### src/rtl/qspread_pkg.sv
package qspread_pkg;
    localparam int HASH_W    = 64;
    localparam int QID_W     = 24;
    localparam int WORD_W    = 32;
    localparam int EN_BIT    = 31;
    localparam int SHAMT_LSB = 24;
    localparam int SHAMT_W   = 6;

    typedef struct packed {
        logic             drop;
        logic [QID_W-1:0] qid;
    } qs_result_t;

    function automatic logic [QID_W-1:0] hash_slice(input logic [HASH_W-1:0] h,
                                                    input logic [SHAMT_W-1:0] s);
        logic [HASH_W-1:0] shifted;
        shifted = h >> s;
        return shifted[QID_W-1:0];
    endfunction

    function automatic logic [SHAMT_W-1:0] cmd_shamt(input logic [WORD_W-1:0] cmd);
        return cmd[SHAMT_LSB +: SHAMT_W];
    endfunction
endpackage

### src/rtl/qspread_pick.sv
module qspread_pick #(
    parameter int NUM_SCHEMES = 8,
    localparam int IDX_W = $clog2(NUM_SCHEMES)
) (
    input  logic [31:0]            part_mask,
    input  logic [NUM_SCHEMES-1:0] sch_en,
    output logic                   hit,
    output logic [IDX_W-1:0]       idx
);
    logic [NUM_SCHEMES-1:0] cand;

    generate
        for (genvar n = 0; n < NUM_SCHEMES; n++) begin : g_cand
            assign cand[n] = part_mask[31-n] & sch_en[n];
        end
    endgenerate

    always_comb begin
        idx = '0;
        for (int n = NUM_SCHEMES - 1; n >= 0; n--) begin
            if (cand[n]) idx = IDX_W'(n);
        end
        hit = |cand;
    end

    logic unused_mask_bits;
    generate
        if (NUM_SCHEMES < 32) begin : g_unused
            assign unused_mask_bits = ^part_mask[31-NUM_SCHEMES:0];
        end else begin : g_full
            assign unused_mask_bits = 1'b0;
        end
    endgenerate
endmodule

### src/rtl/qspread_calc.sv
module qspread_calc
    import qspread_pkg::*;
(
    input  logic [HASH_W-1:0] hash,
    input  logic [WORD_W-1:0] hcmd,
    input  logic [QID_W-1:0]  base,
    output logic [QID_W-1:0]  qid
);
    logic [QID_W-1:0] slice;
    logic             unused_cmd_bits;

    assign slice           = hash_slice(hash, cmd_shamt(hcmd));
    assign qid             = (slice & hcmd[QID_W-1:0]) + base;
    assign unused_cmd_bits = ^hcmd[WORD_W-1:SHAMT_LSB+SHAMT_W];
endmodule

### src/rtl/qspread.sv
module qspread
    import qspread_pkg::*;
#(
    parameter int NUM_PORTS   = 4,
    parameter int NUM_SCHEMES = 8,
    localparam int PORT_W = $clog2(NUM_PORTS),
    localparam int IDX_W  = $clog2(NUM_SCHEMES)
) (
    input  logic                          clk,
    input  logic                          rst,
    input  logic                          in_valid,
    input  logic [PORT_W-1:0]             in_port,
    input  logic [HASH_W-1:0]             in_hash,
    input  logic [NUM_PORTS*WORD_W-1:0]   part_masks,
    input  logic [NUM_SCHEMES*WORD_W-1:0] scheme_mode,
    input  logic [NUM_SCHEMES*WORD_W-1:0] scheme_hcmd,
    input  logic [NUM_SCHEMES*QID_W-1:0]  scheme_base,
    output logic                          res_valid,
    output logic                          res_drop,
    output logic [QID_W-1:0]              res_qid
);
    logic [WORD_W-1:0]      mask_arr [NUM_PORTS];
    logic [WORD_W-1:0]      hcmd_arr [NUM_SCHEMES];
    logic [QID_W-1:0]       base_arr [NUM_SCHEMES];
    logic [NUM_SCHEMES-1:0] sch_en;
    logic [NUM_SCHEMES-1:0] unused_mode;

    generate
        for (genvar p = 0; p < NUM_PORTS; p++) begin : g_port
            assign mask_arr[p] = part_masks[p*WORD_W +: WORD_W];
        end
        for (genvar n = 0; n < NUM_SCHEMES; n++) begin : g_sch
            assign hcmd_arr[n]    = scheme_hcmd[n*WORD_W +: WORD_W];
            assign base_arr[n]    = scheme_base[n*QID_W +: QID_W];
            assign sch_en[n]      = scheme_mode[n*WORD_W + EN_BIT];
            assign unused_mode[n] = ^scheme_mode[n*WORD_W +: EN_BIT];
        end
    endgenerate

    logic             hit;
    logic [IDX_W-1:0] idx;
    logic [QID_W-1:0] qid_c;

    qspread_pick #(.NUM_SCHEMES(NUM_SCHEMES)) u_pick (
        .part_mask (mask_arr[in_port]),
        .sch_en    (sch_en),
        .hit       (hit),
        .idx       (idx)
    );

    qspread_calc u_calc (
        .hash (in_hash),
        .hcmd (hcmd_arr[idx]),
        .base (base_arr[idx]),
        .qid  (qid_c)
    );

    qs_result_t res_q;

    always_ff @(posedge clk) begin
        if (rst) begin
            res_valid <= 1'b0;
            res_q     <= '0;
        end else begin
            res_valid <= in_valid;
            if (in_valid && hit)  res_q <= '{drop: 1'b0, qid: qid_c};
            else if (in_valid)    res_q <= '{drop: 1'b1, qid: '0};
            else                  res_q <= '0;
        end
    end

    assign res_drop = res_q.drop;
    assign res_qid  = res_q.qid;
endmodule

### config.mk
export PLATFORM = sky130hd
export DESIGN_NAME = qspread
export DESIGN_NICKNAME = d
export VERILOG_FILES = /design/src/rtl/qspread_pkg.sv /design/src/rtl/qspread_pick.sv /design/src/rtl/qspread_calc.sv /design/src/rtl/qspread.sv
export SDC_FILE = /design/constraint.sdc
export NUM_CORES = 1
export LEC_CHECK = 0
export BUFFER_PORTS_ARGS = -buffer_cell sky130_fd_sc_hd__buf_2
export CORE_AREA = 2 2 366 368
export DETAILED_ROUTE_END_ITERATION = 8
export DIE_AREA = 0 0 368 370
export HOLD_SLACK_MARGIN = 0.15
export PLACE_DENSITY = 0.3
export SLEW_MARGIN = 5
export SYNTH_ARGS = -nofsm -noshare
export SYNTH_HDL_FRONTEND = slang
export SYNTH_HIERARCHICAL = 1
export SYNTH_SLANG_ARGS = --single-unit
### constraint.sdc
create_clock -name clk -period 19.3 [get_ports clk]
set_input_delay 1.93 -clock clk [delete_from_list [all_inputs] [get_ports clk]]
set_output_delay 1.93 -clock clk [all_outputs]
set_load 0.005 [all_outputs]
# ---- After elaboration in Yosys (flattened, before gate mapping)
# Index checks and enable logic that the tools add are counted.
dict set report totals {
  register_bits 26
  elab_cells 40
  in_bits 901
  output_inout_bits 26
}
dict set report classes {
  shift 1
  n_reduce_logical 3
  add_sub_neg 1
  magnitude_cmp 2
  bitwise 11
  mux 19
}
# operator n
set op_table {}
lappend op_table {{binary-select mux 32 bit (select 3 bit)} 1}
lappend op_table {{binary-select mux 24 bit (select 3 bit)} 1}
lappend op_table {{2-to-1 mux 24 bit} 3}
lappend op_table {{binary-select mux 32 bit (select 2 bit)} 1}
lappend op_table {{2-to-1 mux 32 bit} 2}
lappend op_table {{right shift 64 x 6 -> 24 bit} 1}
lappend op_table {{2-to-1 mux 30 bit} 2}
lappend op_table {{2-to-1 mux 25 bit} 1}
lappend op_table {{adder 24 bit} 1}
lappend op_table {{bitwise AND 24 bit} 1}
lappend op_table {{2-to-1 mux 3 bit} 8}
lappend op_table {{bitwise AND 1 bit} 8}
lappend op_table {{OR reduction 8 bit} 1}
lappend op_table {{>= comparator 4 bit (second input constant)} 1}
lappend op_table {{inverter 3 -> 4 bit} 1}
lappend op_table {{>= comparator 3 bit (second input constant)} 1}
lappend op_table {{inverter 2 -> 3 bit} 1}
lappend op_table {{OR reduction 2 bit} 1}
lappend op_table {{logical AND 1 bit} 1}

# ---- Logic depth before layout (Yosys ltp)
dict set report depth {
  ltp_word 21
  mapped_depth 32
}

# ---- By module
# Netlist, hierarchy kept.
# module instances seq_area_each_um2 area_per_inst_um2 cells_each
set by_module_without_submodules {}
lappend by_module_without_submodules {qspread 1 520.5 4793.3 293}
lappend by_module_without_submodules {qspread_calc 1 0.0 4789.6 555}
lappend by_module_without_submodules {qspread_pick 1 0.0 125.1 19}

# ---- Worst setup path before layout
# No wires, ideal clock.
dict set report synth_timing {
  kind {input-to-reg}
  start {input port in_port[0]}
  end {register res_q, in the netlist res_qid[20]}
  path_stages 30
  t_arrival_ps 8278
  setup_ps 115
  setup_slack_ps 10907
  required_ps 19185
  path_cell_list {clkbuf_1 buf_2 mux4_2 a22oi_1 nand3_1 nor2_1 buf_2 buf_1 mux4_2 mux2_2 buf_4 buf_4 inv_2 buf_2 buf_2 mux2i_1 nand2_1 o21ai_0 o21ai_0 o211a_1 ha_1 fa_1 a21oi_1 nor2_1 nor4_1 o21a_1 or3_1 nand2_1 a311o_1 and2_1}
}
dict set report synth_via {
  elab_chain_len 21
  word_cells_on_any_way 33
  classes_between {add/sub: 1; shift: 1; mux: 18; bitwise: 11; reduce/logical: 2}
}
# element line_no
set synth_rtl {}
lappend synth_rtl {{start, declared} qspread.sv:12} ;# input logic [PORT_W-1:0] in_port,
lappend synth_rtl {{inverter 2 -> 3 bit (not written as such) (*)} qspread.sv:45} ;# .part_mask (mask_arr[in_port]),
lappend synth_rtl {{binary-select mux 32 bit (select 2 bit) (*)} qspread.sv:45}
lappend synth_rtl {{2-to-1 mux 32 bit (not written as such) (*) (2 in a row)} qspread.sv:45}
lappend synth_rtl {{bitwise AND 1 bit} qspread_pick.sv:14} ;# assign cand[n] = part_mask[31-n] & sch_en[n];
lappend synth_rtl {{2-to-1 mux 3 bit (7 in a row)} qspread_pick.sv:21} ;# if (cand[n]) idx = IDX_W'(n);
lappend synth_rtl {{2-to-1 mux 3 bit (*)} qspread_pick.sv:21}
lappend synth_rtl {{via idx[2]} qspread.sv:41} ;# logic [IDX_W-1:0] idx;
lappend synth_rtl {{inverter 3 -> 4 bit (not written as such) (*)} {qspread.sv:53, qspread.sv:54}}
lappend synth_rtl {{binary-select mux 32 bit (select 3 bit)} qspread.sv:53} ;# .hcmd (hcmd_arr[idx]),
lappend synth_rtl {{2-to-1 mux 30 bit (not written as such) (2 in a row)} qspread.sv:53}
lappend synth_rtl {{right shift 64 x 6 -> 24 bit} qspread_pkg.sv:17} ;# shifted = h >> s;
lappend synth_rtl {{bitwise AND 24 bit} qspread_calc.sv:13} ;# assign qid = (slice & hcmd[QID_W-1:0]) + base;
lappend synth_rtl {{adder 24 bit (*)} qspread_calc.sv:13}
lappend synth_rtl {{via qid_c[20]} qspread.sv:42} ;# logic [QID_W-1:0] qid_c;
lappend synth_rtl {{2-to-1 mux 24 bit (*)} qspread.sv:66} ;# if (in_valid && hit) res_q <= '{drop: 1'b0, qid: qid_c};
lappend synth_rtl {{end signal, assigned} qspread.sv:66}
lappend synth_rtl {{end signal, assigned} qspread.sv:67} ;# else if (in_valid) res_q <= '{drop: 1'b1, qid: '0};
lappend synth_rtl {{end, declared} qspread.sv:58} ;# qs_result_t res_q;
# The timed path passes the listed nets; every way through them passes the cells marked *. The select of a mux whose other input is x is not followed.
# A chain may end at the register's enable or synchronous reset.

# ---- Worst setup path in the final report
# Ends and elaborated chain as after synthesis.

==> impl_metrics.env <==
export IMPL_grt_max_degree=57
export IMPL_start_kind="input pin"
export IMPL_period_needed_ps=10070
export IMPL_slowest_delay_ps=650
export IMPL_fin_crit_sh_pct=52.2
export IMPL_rsz0062_at_grt="no"
export IMPL_cts_sinks=26
export IMPL_drive_gt1_share_pct=62.3
export IMPL_first_pass_iters=5
export IMPL_cts_root_buf="clkbuf_16"
export IMPL_drt_wl_total_mm=73.3
export IMPL_critPathMaxFanout=52
export IMPL_worstSetupStartpoint="in_port[0]"
export IMPL_combPwrFrac_pct=89.2
export IMPL_final_common_cell="buf_2"
export IMPL_critPathArrivalTime_ps=10250
export IMPL_die_h_um=370
export IMPL_drc=0
export IMPL_grt_overflow=0
export IMPL_pre_cts_slack_ps=8700
export IMPL_synth_fp_nets=1758
export IMPL_antenna_left=0
export IMPL_final_cell_mix="buf_2, mux4_2, nand2_1"
export IMPL_finalHoldViolCount=0
export IMPL_cts_setup_buffers=0
export IMPL_peakVddDrop_mv=0.0380
export IMPL_grt_pass1_vias=10288
export IMPL_finalHoldWorstSlack_ps=1860
export IMPL_antenna_found_initial=93
export IMPL_setup_tns_ps=0
export IMPL_cell_internal_pwr_uw=587
export IMPL_power_frac_clock_pct=4.5
export IMPL_nets=2265
export IMPL_place_area_mm2=0.0138
export IMPL_cellPowerDensity_mw_per_mm2=89.9
export IMPL_status="complete, no violations"
export IMPL_htreeDepth=1
export IMPL_postSynthAreaPerCell_um2=10.8
export IMPL_num_rows=134
export IMPL_cts_resized_gates=0
export IMPL_gp_congestion=0.812
export IMPL_critPathSlowestCell="o21ai_4"
export IMPL_holdPathStages=2
export IMPL_hpwlAfterDp_mm=66.9
export IMPL_worst_pin_slew_ps=1130
export IMPL_syn2layout_area_growth_pct=54.2
export IMPL_cap_viol_max_count=0
export IMPL_fin_area_mm2=0.0139
export IMPL_core_area_mm2=0.132
export IMPL_grt_pass1_wl_mm=93.7
export IMPL_start_util_pct=6.82
export IMPL_place_port_buffers=566
export IMPL_cts_tree="done"
export IMPL_clock_fmax_mhz=99.3
export IMPL_maxSlewHeadroom_pct=24.3
export IMPL_swShare_pct=53.1
export IMPL_wl_per_cell_um=23.4
export IMPL_syn_cell_area_mm2=0.00904
export IMPL_holdCritStartpoint="rst"
export IMPL_path_buf_inv=5
export IMPL_cts_buffers=3
export IMPL_synth_cells=833
export IMPL_routed_via_density=3.22
export IMPL_critPathRequiredTime_ps=19480
export IMPL_holdBufCountCts=0
export IMPL_crit_family="compound AO/OA/AOI/OAI gates"
export IMPL_synth_warnings=6
export IMPL_cp_depth=26
export IMPL_clk_pin_slew_ps=80
export IMPL_drt_iter0_markers=613
export IMPL_crit_path_end_kind="flop"
export IMPL_die_area_mm2=0.136
export IMPL_slew_violations=0
export IMPL_num_io_pins=927
export IMPL_seqPwrFrac_pct=6.4
export IMPL_switchingPower_uw=665
export IMPL_die_x_um=368
export IMPL_setup_viol=0
export IMPL_grt_use_total_pct=10.2
export IMPL_setup_worst_path_class="input pin to flop"
export IMPL_min_path_type="input pin to flop"
export IMPL_vias=10074
export IMPL_post_route_util_pct=10.5
export IMPL_worst_slack_ps=9230
export IMPL_clockBufferDepth=2
export IMPL_leakage_nw=5.53
-- sequential cells by signal, summed over array words and instances (netlist names) --
name,cells
res_valid,1
res_qid,24
res_drop,1
-- worst paths after layout --
kind | to | slack, ps
worst max-delay path | res_qid[20]$_SDFF_PP0_ | 9230
worst min-delay path | res_valid$_SDFF_PP0_ | 1860
-- routing by layer --
layer  global-route usage (%)  up-vias  part of all wire (%)
met5                        0        -                  0.39
met4                     1.70       48                   1.2
met3                     4.50       91                    11
met2                     15.8      464                    44
met1                     13.2     5006                    43
li1                         -     4465                     -
-- layout make-up --
class,instances,area [µm²]
fillers,15432,119000
diodes,22,55.1
inverters,16,62.6
well taps,1768,2210
multi-input cells,712,8050
clock buffers,4,88.8
flip-flops and latches,26,520
repair buffers,581,2950
-- per-stage QoR --
step | instances | power, mW
after floorplan | 833 | 0.819
after global placement | 3103 | 1.24
after detailed placement | 3103 | 1.23
after CTS | 3107 | 1.29
after global routing | 3117 | 1.37
final | 3129 | 1.25
-- power by group through the flow --
stage | registers (mW) | clock network, mW | logic, mW
after detailed placement | 0.0828 | 0 | 1.15
after CTS | 0.0816 | 0.0602 | 1.15
after global routing | 0.0819 | 0.0618 | 1.22
after floorplan | 0.0800 | 0 | 0.739
final | 0.0796 | 0.0559 | 1.12
after global placement | 0.0826 | 0 | 1.15
Power figures use the tool's default switching activity.
